==> src/rtl/valseq_pkg.sv <==
package valseq_pkg;
  typedef enum logic [2:0] {
    ST_IDLE  = 3'd0,
    ST_TRIG  = 3'd1,
    ST_WAIT  = 3'd2,
    ST_PULSE = 3'd3,
    ST_DRAIN = 3'd4
  } vs_state_e;
  localparam int TAG_W = 4;
endpackage

==> src/rtl/valseq_window.sv <==
module valseq_window #(
  parameter int TW      = 16,
  parameter int MIN_GAP = 125
) (
  input  logic          kind,
  input  logic [TW-1:0] cfg_start,
  input  logic [TW-1:0] cfg_width,
  input  logic [TW-1:0] cfg_gate,
  input  logic [TW-1:0] cfg_conv,
  output logic [TW-1:0] eff_start,
  output logic [TW-1:0] eff_width,
  output logic          fits
);
  localparam int XW = TW + 1;
  localparam logic [XW-1:0] GAP = XW'(MIN_GAP);
  localparam logic [XW-1:0] ONE = XW'(1);

  logic [XW-1:0] start_x, gate_x, conv_x, width_x;
  logic [XW-1:0] s_early, s_late, s_sel, lim, room;

  always_comb begin
    start_x   = {1'b0, cfg_start};
    gate_x    = {1'b0, cfg_gate};
    conv_x    = {1'b0, cfg_conv};
    width_x   = {1'b0, cfg_width};
    s_early   = (start_x < GAP) ? GAP : start_x;
    s_late    = (start_x > gate_x) ? start_x : (gate_x + ONE);
    s_sel     = kind ? s_late : s_early;
    lim       = kind ? conv_x : gate_x;
    fits      = (lim > s_sel) && (cfg_width != '0);
    room      = lim - s_sel;
    eff_start = s_sel[TW-1:0];
    eff_width = (width_x < room) ? cfg_width : room[TW-1:0];
  end
endmodule

==> src/rtl/valseq_evtcnt.sv <==
module valseq_evtcnt #(
  parameter int CW = 16
) (
  input  logic          clk,
  input  logic          rst_n,
  input  logic          inc,
  output logic [CW-1:0] count
);
  logic [CW-1:0] cnt_q, cnt_d;
  logic          cnt_en;

  always_comb begin
    cnt_en = inc;
    cnt_d  = cnt_q + CW'(1);
  end

  always_ff @(posedge clk or negedge rst_n) begin
    if (!rst_n)      cnt_q <= '0;
    else if (cnt_en) cnt_q <= cnt_d;
  end

  assign count = cnt_q;

  assert_count_step_R6: assert property (@(posedge clk) disable iff (!rst_n)
    $past(inc) |-> (cnt_q == $past(cnt_q) + CW'(1)));
  assert_count_hold_R6: assert property (@(posedge clk) disable iff (!rst_n)
    !$past(inc) |-> $stable(cnt_q));
endmodule

==> src/rtl/valseq_ctrl.sv <==
module valseq_ctrl
  import valseq_pkg::*;
#(
  parameter int TW      = 16,
  parameter int NREQ    = 8,
  parameter int MIN_GAP = 125
) (
  input  logic            clk,
  input  logic            rst_n,
  input  logic            ft_start,
  input  logic            ft_end,
  input  logic [NREQ-1:0] req_pattern,
  input  logic [NREQ-1:0] val_req,
  input  logic            ro_line,
  input  logic            mode_common,
  input  logic            kind,
  input  logic [TW-1:0]   eff_start,
  input  logic [TW-1:0]   eff_width,
  input  logic            fits,
  input  logic [TW-1:0]   cfg_timeout,
  input  logic [TW-1:0]   cfg_ro_timeout,
  input  logic [TW-1:0]   cfg_gate,
  input  logic [TW-1:0]   cfg_conv,
  output logic            val_pulse,
  output logic            inc,
  output logic            release_o,
  output logic            failed_o,
  output logic            ro_err_o
);
  localparam int XW = TW + 1;

  vs_state_e       state_q, state_d;
  logic [TW-1:0]   tick_q, tick_d;
  logic [TW-1:0]   wcnt_q, wcnt_d;
  logic [TW-1:0]   wlen_q, wlen_d;
  logic [TW-1:0]   rcnt_q, rcnt_d;
  logic [NREQ-1:0] pat_q, pat_d;
  logic            hit_q, hit_d;
  logic            rel_q, rel_d, fail_q, fail_d, err_q, err_d;
  logic            req_now, hit_now;

  always_comb begin
    state_d = state_q;
    tick_d  = tick_q;
    wcnt_d  = wcnt_q;
    wlen_d  = wlen_q;
    rcnt_d  = rcnt_q;
    pat_d   = pat_q;
    hit_d   = hit_q;
    rel_d   = 1'b0;
    fail_d  = 1'b0;
    err_d   = 1'b0;
    inc     = 1'b0;
    req_now = |(val_req & pat_q);
    hit_now = hit_q | req_now;
    unique case (state_q)
      ST_IDLE: begin
        if (ft_start) state_d = ST_TRIG;
      end
      ST_TRIG: begin
        if (ft_end) begin
          state_d = ST_WAIT;
          tick_d  = '0;
          hit_d   = 1'b0;
          pat_d   = req_pattern;
        end
      end
      ST_WAIT: begin
        hit_d = hit_now;
        if (tick_q == eff_start) begin
          if (hit_now && fits) begin
            state_d = ST_PULSE;
            wlen_d  = eff_width;
            wcnt_d  = '0;
            tick_d  = tick_q + TW'(1);
          end else begin
            state_d = ST_IDLE;
            fail_d  = 1'b1;
            rel_d   = 1'b1;
          end
        end else if ((tick_q == cfg_timeout) && !hit_now) begin
          state_d = ST_IDLE;
          fail_d  = 1'b1;
          rel_d   = 1'b1;
        end else begin
          tick_d = tick_q + TW'(1);
        end
      end
      ST_PULSE: begin
        tick_d = tick_q + TW'(1);
        if (wcnt_q == wlen_q - TW'(1)) begin
          inc = 1'b1;
          if (mode_common) begin
            state_d = ST_DRAIN;
            rcnt_d  = '0;
          end else begin
            state_d = ST_IDLE;
            rel_d   = 1'b1;
          end
        end else begin
          wcnt_d = wcnt_q + TW'(1);
        end
      end
      ST_DRAIN: begin
        if (!ro_line) begin
          state_d = ST_IDLE;
          rel_d   = 1'b1;
        end else if (rcnt_q == cfg_ro_timeout) begin
          state_d = ST_IDLE;
          rel_d   = 1'b1;
          err_d   = 1'b1;
        end else begin
          rcnt_d = rcnt_q + TW'(1);
        end
      end
      default: state_d = ST_IDLE;
    endcase
  end

  always_ff @(posedge clk or negedge rst_n) begin
    if (!rst_n) begin
      state_q <= ST_IDLE;
      tick_q  <= '0;
      wcnt_q  <= '0;
      wlen_q  <= '0;
      rcnt_q  <= '0;
      pat_q   <= '0;
      hit_q   <= 1'b0;
      rel_q   <= 1'b0;
      fail_q  <= 1'b0;
      err_q   <= 1'b0;
    end else begin
      state_q <= state_d;
      tick_q  <= tick_d;
      wcnt_q  <= wcnt_d;
      wlen_q  <= wlen_d;
      rcnt_q  <= rcnt_d;
      pat_q   <= pat_d;
      hit_q   <= hit_d;
      rel_q   <= rel_d;
      fail_q  <= fail_d;
      err_q   <= err_d;
    end
  end

  assign val_pulse = (state_q == ST_PULSE);
  assign release_o = rel_q;
  assign failed_o  = fail_q;
  assign ro_err_o  = err_q;

  assert_early_gap_R2: assert property (@(posedge clk) disable iff (!rst_n)
    ($rose(val_pulse) && !kind) |-> (XW'(tick_q) > XW'(MIN_GAP)));
  assert_early_in_gate_R3: assert property (@(posedge clk) disable iff (!rst_n)
    (val_pulse && !kind) |-> (tick_q <= cfg_gate));
  assert_late_after_gate_R4: assert property (@(posedge clk) disable iff (!rst_n)
    (val_pulse && kind) |-> ((XW'(tick_q) > XW'(cfg_gate) + XW'(1)) && (tick_q <= cfg_conv)));
  assert_lapse_releases_R5: assert property (@(posedge clk) disable iff (!rst_n)
    failed_o |-> (release_o && !val_pulse));
  assert_free_release_R7: assert property (@(posedge clk) disable iff (!rst_n)
    ($fell(val_pulse) && !mode_common) |-> release_o);
  assert_drain_bound_R9: assert property (@(posedge clk) disable iff (!rst_n)
    (state_q == ST_DRAIN) |-> (rcnt_q <= cfg_ro_timeout));
  assert_err_releases_R9: assert property (@(posedge clk) disable iff (!rst_n)
    ro_err_o |-> release_o);
  assert_stray_start_R10: assert property (@(posedge clk) disable iff (!rst_n)
    ((state_q == ST_WAIT) && ft_start) |=> (state_q != ST_TRIG));
endmodule

==> src/rtl/valseq.sv <==
module valseq
  import valseq_pkg::*;
#(
  parameter int TW          = 16,
  parameter int NREQ        = 8,
  parameter int CW          = 16,
  parameter int MIN_GAP     = 125,
  parameter int SYNC_STAGES = 2
) (
  input  logic            clk,
  input  logic            rst_n,
  input  logic            ft_start,
  input  logic            ft_end,
  input  logic [NREQ-1:0] req_pattern,
  input  logic [NREQ-1:0] val_req,
  input  logic            ro_busy_a,
  input  logic            ro_busy_b,
  input  logic            ro_src_sel,
  input  logic            mode_common,
  input  logic            val_kind,
  input  logic [TW-1:0]   cfg_start,
  input  logic [TW-1:0]   cfg_width,
  input  logic [TW-1:0]   cfg_gate,
  input  logic [TW-1:0]   cfg_conv,
  input  logic [TW-1:0]   cfg_timeout,
  input  logic [TW-1:0]   cfg_ro_timeout,
  output logic            val_pulse,
  output logic [3:0]      evt_num,
  output logic [CW-1:0]   val_count,
  output logic            ft_release,
  output logic            ev_failed,
  output logic            ro_timeout_err
);
  logic [SYNC_STAGES-1:0] rs_q;
  logic                   rst_int_n;
  logic [TW-1:0]          eff_start, eff_width;
  logic                   fits, inc, ro_line;

  generate
    if (SYNC_STAGES > 1) begin : g_sync_chain
      always_ff @(posedge clk or negedge rst_n) begin
        if (!rst_n) rs_q <= '0;
        else        rs_q <= {rs_q[SYNC_STAGES-2:0], 1'b1};
      end
    end else begin : g_sync_single
      always_ff @(posedge clk or negedge rst_n) begin
        if (!rst_n) rs_q <= '0;
        else        rs_q <= 1'b1;
      end
    end
  endgenerate
  assign rst_int_n = rs_q[SYNC_STAGES-1];

  assign ro_line = ro_src_sel ? ro_busy_b : ro_busy_a;

  valseq_window #(.TW(TW), .MIN_GAP(MIN_GAP)) u_window (
    .kind      (val_kind),
    .cfg_start (cfg_start),
    .cfg_width (cfg_width),
    .cfg_gate  (cfg_gate),
    .cfg_conv  (cfg_conv),
    .eff_start (eff_start),
    .eff_width (eff_width),
    .fits      (fits)
  );

  valseq_ctrl #(.TW(TW), .NREQ(NREQ), .MIN_GAP(MIN_GAP)) u_ctrl (
    .clk            (clk),
    .rst_n          (rst_int_n),
    .ft_start       (ft_start),
    .ft_end         (ft_end),
    .req_pattern    (req_pattern),
    .val_req        (val_req),
    .ro_line        (ro_line),
    .mode_common    (mode_common),
    .kind           (val_kind),
    .eff_start      (eff_start),
    .eff_width      (eff_width),
    .fits           (fits),
    .cfg_timeout    (cfg_timeout),
    .cfg_ro_timeout (cfg_ro_timeout),
    .cfg_gate       (cfg_gate),
    .cfg_conv       (cfg_conv),
    .val_pulse      (val_pulse),
    .inc            (inc),
    .release_o      (ft_release),
    .failed_o       (ev_failed),
    .ro_err_o       (ro_timeout_err)
  );

  valseq_evtcnt #(.CW(CW)) u_cnt (
    .clk   (clk),
    .rst_n (rst_int_n),
    .inc   (inc),
    .count (val_count)
  );

  assign evt_num = val_count[TAG_W-1:0];
endmodule

==> config.mk <==
export PLATFORM = sky130hd
export DESIGN_NAME = valseq
export DESIGN_NICKNAME = d
export VERILOG_FILES = /design/src/rtl/valseq_pkg.sv /design/src/rtl/valseq_window.sv /design/src/rtl/valseq_evtcnt.sv /design/src/rtl/valseq_ctrl.sv /design/src/rtl/valseq.sv
export SDC_FILE = /design/constraint.sdc
export NUM_CORES = 1
export LEC_CHECK = 0
export BUFFER_PORTS_ARGS = -buffer_cell sky130_fd_sc_hd__buf_2
export CAP_MARGIN = 25
export CELL_PAD_IN_SITES_DETAIL_PLACEMENT = 2
export CELL_PAD_IN_SITES_GLOBAL_PLACEMENT = 2
export CORE_MARGIN = 1
export CORE_UTILIZATION = 34
export DETAILED_ROUTE_END_ITERATION = 7
export PLACE_DENSITY = 0.9
export SYNTH_ARGS = -nofsm -noshare
export SYNTH_HDL_FRONTEND = slang
export SYNTH_SLANG_ARGS = --single-unit
==> constraint.sdc <==
create_clock -name clk -period 3.34 [get_ports clk]
set_input_delay 0.501 -clock clk [delete_from_list [all_inputs] [get_ports clk]]
set_output_delay 0.501 -clock clk [all_outputs]
set_load 0.01 [all_outputs]
==> results.txt, run 1 <==
worst_ep grt: u_ctrl.wlen_q[4]$_DFFE_PN0P_/D
Yosys warnings: 0
status: did not finish
Error: [ERROR GRT-0232] Routing congestion too high. Check the congestion heatmap in the GUI.
register area share after synthesis: 28.5%
GR Overflow Total: 4
Yosys reg bits: 97
syn_area_per_cell: 8.15 um2
IO Port Bufs: 144
syn nets: 1219
Post-synth EDFFs: 0
Top Ports: 145
cts bufs inserted: 9
Synth Cell Area: 8510 um2
Netlist cell types: 81
Worst EP kind: sequential cell input
DP HPWL: 38.3 mm
Die Ht: 160 um
Placement Cell Area: 11200 um2
Stopped at: 5_1_grt
asr flop ratio synth: 100%
Mapped Cells: 1045
All-Layer GR Usage: 66.6%
Top FF cell, synth: dfrtp_1
CTS root buffer: clkbuf_16
Sink Count: 97
Site Rows: 57
Final GP Congestion: 0.880
Max Root-Sink Buffers: 2
initial core utilization: 34.8%
CTS H-tree depth: 3
Chip Width: 160 um
largest net degree at the start of global routing: 50
==> cell families after synthesis <==
kind of cell / count (synthesis) / share of synthesized area (%)
AO/OA/AOI/OAI: 229 / 18.0
XOR/XNOR: 116 / 12.1
adder cells (fa/ha/maj): 53 / 7.88
buffers and inverters: 99 / 4.91
flip-flops: 97 / 28.5
multiplexers: 29 / 3.50
other: 1 / 0.0440
AND/OR/NAND/NOR: 421 / 25.1
==> synth_stat cells (all sizes together) (4+ instances only) <==
master	instances	share of area, %
nand2b	18	1.3
xor2	35	3.6
ha	52	7.6
buf	16	1.2
a211oi	5	0.44
mux2	6	0.79
nor3b	4	0.35
a31oi	19	1.4
and2	5	0.37
o2bb2ai	14	1.4
a21o	14	1.2
a21oi	42	2.5
nor2b	10	0.73
and3	22	1.7
nor3	20	1.3
xnor2	80	8.2
or3	8	0.59
o21a	10	0.88
dfrtp	97	29
clkbuf	32	1.4
o22ai	5	0.37
nand4	27	2.1
mux2i	23	2.7
or4	7	0.66
inv	50	2.2
nor2	67	3.0
nand3b	7	0.62
nor4	24	2.3
o21ai	67	4.0
o31a	4	0.41
o211ai	11	0.97
nand2	150	6.6
o31ai	5	0.50
nand3	41	2.4
==> per-layer routing <==
metal  track usage [%]  overflow
met5              3.79         0
met4              66.4         2
met3              42.5         0
met2              91.1         2
met1              66.9         0
==> per-stage QoR <==
stage               instances  utilization [%]  hold WS (ns)  setup WS [ns]
global placement         1673             45.7         0.286          -2.60
floorplan                1045                -         0.205          -2.16
detailed placement       1673             45.7         0.296          -3.80
CTS                      1737             51.6         0.327          -2.72
==> what timing repair did <==
item | 4_1_cts
resized for setup | 164
pin swaps | 62
endpoints found under the hold margin | 2
cloned | 5
hold buffers | 1
endpoints found under the setup margin | 69
setup buffers | 45
==> run 2: changes to the inputs <==
--- a/config.mk
+++ b/config.mk
@@ -7,12 +7,10 @@
 export LEC_CHECK = 0
 export BUFFER_PORTS_ARGS = -buffer_cell sky130_fd_sc_hd__buf_2
 export CAP_MARGIN = 25
-export CELL_PAD_IN_SITES_DETAIL_PLACEMENT = 2
-export CELL_PAD_IN_SITES_GLOBAL_PLACEMENT = 2
 export CORE_MARGIN = 1
-export CORE_UTILIZATION = 34
+export CORE_UTILIZATION = 40
 export DETAILED_ROUTE_END_ITERATION = 7
-export PLACE_DENSITY = 0.9
+export PLACE_DENSITY_LB_ADDON = 0.15
 export SYNTH_ARGS = -nofsm -noshare
 export SYNTH_HDL_FRONTEND = slang
 export SYNTH_SLANG_ARGS = --single-unit
==> run 2 against run 1 <==
Net effect:
- the flow now finishes, with violations (setup timing)
- area after synthesis stayed put
- synthesized cell count stayed put
==> results.txt, run 2 <==
status: finished with violations
failing checks: setup timing
DRT Pass-1 Iters: 5
GR Overflow Total: 0
Slowest-stage cell, CP: a221oi_2
Site Rows: 53
Area contributors post-synth: dfrtp_1, xnor2_1, ha_1, nand2_1, xor2_1
All-Layer GR Usage: 24.5%
Sink Count: 97
commonest non-fill, non-tap cell in the layout: buf_4
Worst Setup Start Kind: input pin
Max IR drop VDD: 0.000256 V
nets: 1589
Mapped Cells: 1045
register area share after synthesis: 28.5%
cts bufs inserted: 9
arrival time worst endpoint: 5.86 ns
Final Critical Period: 5.62 ns
Tightest Pin Transition: 0.912 ns
maxcap violations: 0
Final setup viols: 52
Yosys warnings: 0
Post-synth EDFFs: 0
P per Cell Area: 464 nW/um2
TritonCTS clock tree: yes
Max Root-Sink Buffers: 2
ant diodes: 0
initial core utilization: 40.6%
Via Count: 8946
Post-Route Setup TNS: -69.59 ns
initial antenna violation count: 0
Chip Width: 148 um
CORE AREA: 21000 um2
DRC violations left: 0
DP HPWL: 20.3 mm
final setup skew: 0.0142 ns
top cell type's share of synthesized area: 28.5%
final number of max-transition violations: 0
Final Hold Vio Count: 0
die area: 21900 um2
asr flop ratio synth: 100%
Top FF cell, synth: dfrtp_1
Avg WL per Cell: 15.7 um
largest net degree at the start of global routing: 48
Max Fclk: 0.178 GHz
Synth area leader: dfrtp_1
most frequent cells after synthesis: nand2_1, dfrtp_1, xnor2_1, nor2_1, o21ai_0
syn nets: 1219
Final Cell Area: 12600 um2
Netlist cell types: 81
WHS: 0.332 ns
most frequent CP cell: buf_4
unrepaired setup endpoints after global routing: true
Skew-Pair Late Insertion Delay: 0.36 ns
Clock Pin Slew Worst Setup and Hold Paths: 0.08 ns
Final GP Congestion: 0.909
Antenna Nets Post-Route: 0
count leader, synth: nand2_1
area delta synth->final: 48.3%
first-pass GRT wire length: 42.6 mm
number of global-route vias before repair: 8593
relative slew slack: 38.7%
Iteration-0 DRC Markers: 377
Final Cycle Share: 168%
Vias per Instance: 5.28
Final WS setup: -2.28 ns
CTS H-tree depth: 3
Placement Cell Area: 11100 um2
Worst Setup End Kind: flop
Hold Path Class: input pin to flop
Top Ports: 145
syn_area_per_cell: 8.15 um2
Leak: 0.00588 uW
CP required: 3.58 ns
CP max stage delay: 0.34 ns
Die Ht: 148 um
Yosys reg bits: 97
crit path kind: input pin to flop
CTS root buffer: clkbuf_16
CP Max Fanout: 6
Synth Cell Area: 8510 um2
final WL: 26.5 mm
IO Port Bufs: 144
fraction of layout cells with a size suffix above 1: 38.7%
commonest non-fill, non-tap cells in the layout: buf_4, buf_2, nand2_1, dfrtp_1, xnor2_1
-- run 2: cell counts after synthesis --
No cell type changed its count.
-- run 2: path summary, 6_finish.rpt --
path / depth (start not counted) / startpoint / slack (ns) / end
max in group asynchronous: 1 / rs_q[1] / 2.19 / u_ctrl.rcnt_q[6]
max: 29 / cfg_start[12] / -2.28 / u_ctrl.wlen_q[14]
min in group asynchronous: 0 / rs_q[1] / 0.35 / u_ctrl.pat_q[5]
min reg2reg: 0 / rs_q[1] / 0.35 / u_ctrl.pat_q[5]
max reg2reg: 14 / u_ctrl.wlen_q[1] / 0.15 / u_ctrl.wcnt_q[14]
min: 3 / req_pattern[5] / 0.33 / u_ctrl.pat_q[5]
-- run 2: power by group --
group | internal [uW] | switching (uW) | leakage (uW)
Combinational | 1580 | 1430 | 0.00446
Sequential | 1400 | 342 | 0.00126
Clock | 602 | 504 | 0.000153
Total | 3580 | 2280 | 0.00588
-- run 2: logic make-up (layout without fill, tap and decap cells) --
family / after synthesis / after routing / share of synthesized area, %
simple gates: 421 / 422 / 25.1
compound gates: 229 / 229 / 18.0
xor+xnor: 116 / 116 / 12.1
fa+ha+maj: 53 / 53 / 7.88
buf+inv: 99 / 473 / 4.91
other cells: 1 / 1 / 0.0440
mux: 29 / 29 / 3.50
flops: 97 / 97 / 28.5
-- run 2: layout make-up --
| class | count | area (um2) |
|---|---|---|
| fill | 1907 | 8330 |
| clock buffer | 9 | 225 |
| tap | 275 | 344 |
| timing repair buffer | 406 | 3010 |
| inverter | 51 | 195 |
| multi-input combinational | 850 | 6330 |
| clock inverter | 7 | 93.8 |
| sequential | 97 | 2430 |
-- run 2: critical path: cells and delay by family --
family / cells / cell delay (ns)
AO/OA/AOI/OAI: 11 / 2.04
adder cells (fa/ha/maj): 4 / 1.01
buffers and inverters: 5 / 0.75
AND/OR/NAND/NOR: 5 / 0.69
multiplexers: 3 / 0.62
XOR/XNOR: 1 / 0.23
-- run 2: per-stage QoR --
stage               util [%]  worst slack (ns)  cells  power (uW)
global placement        53.2             -2.48   1628        4200
finish                  60.2             -2.28   1695        5860
global route            60.2             -2.60   1695        6280
CTS                     58.0             -2.09   1674        5660
detailed placement      53.2             -2.58   1628        4240
floorplan                  -             -2.16   1045        3220
-- run 2: layer usage --
metal / global-route usage [%] / part of all wire, %
met3: 2.78 / 3.4
met4: 11.5 / 4.5
met1: 31.3 / 45
met5: 0 / 0
met2: 41.3 / 47
-- run 2: timing repair --
item / in CTS / in global routing
hold buffers: 1 / 0
hold endpoints to repair: 2 / 0
pin swaps: 33 / 42
endpoints found under the setup margin: 52 / 53
setup buffers: 25 / 17
cloned: 5 / 4
gates resized for setup: 100 / 45
No activity file was read; power rests on OpenSTA's default activity.
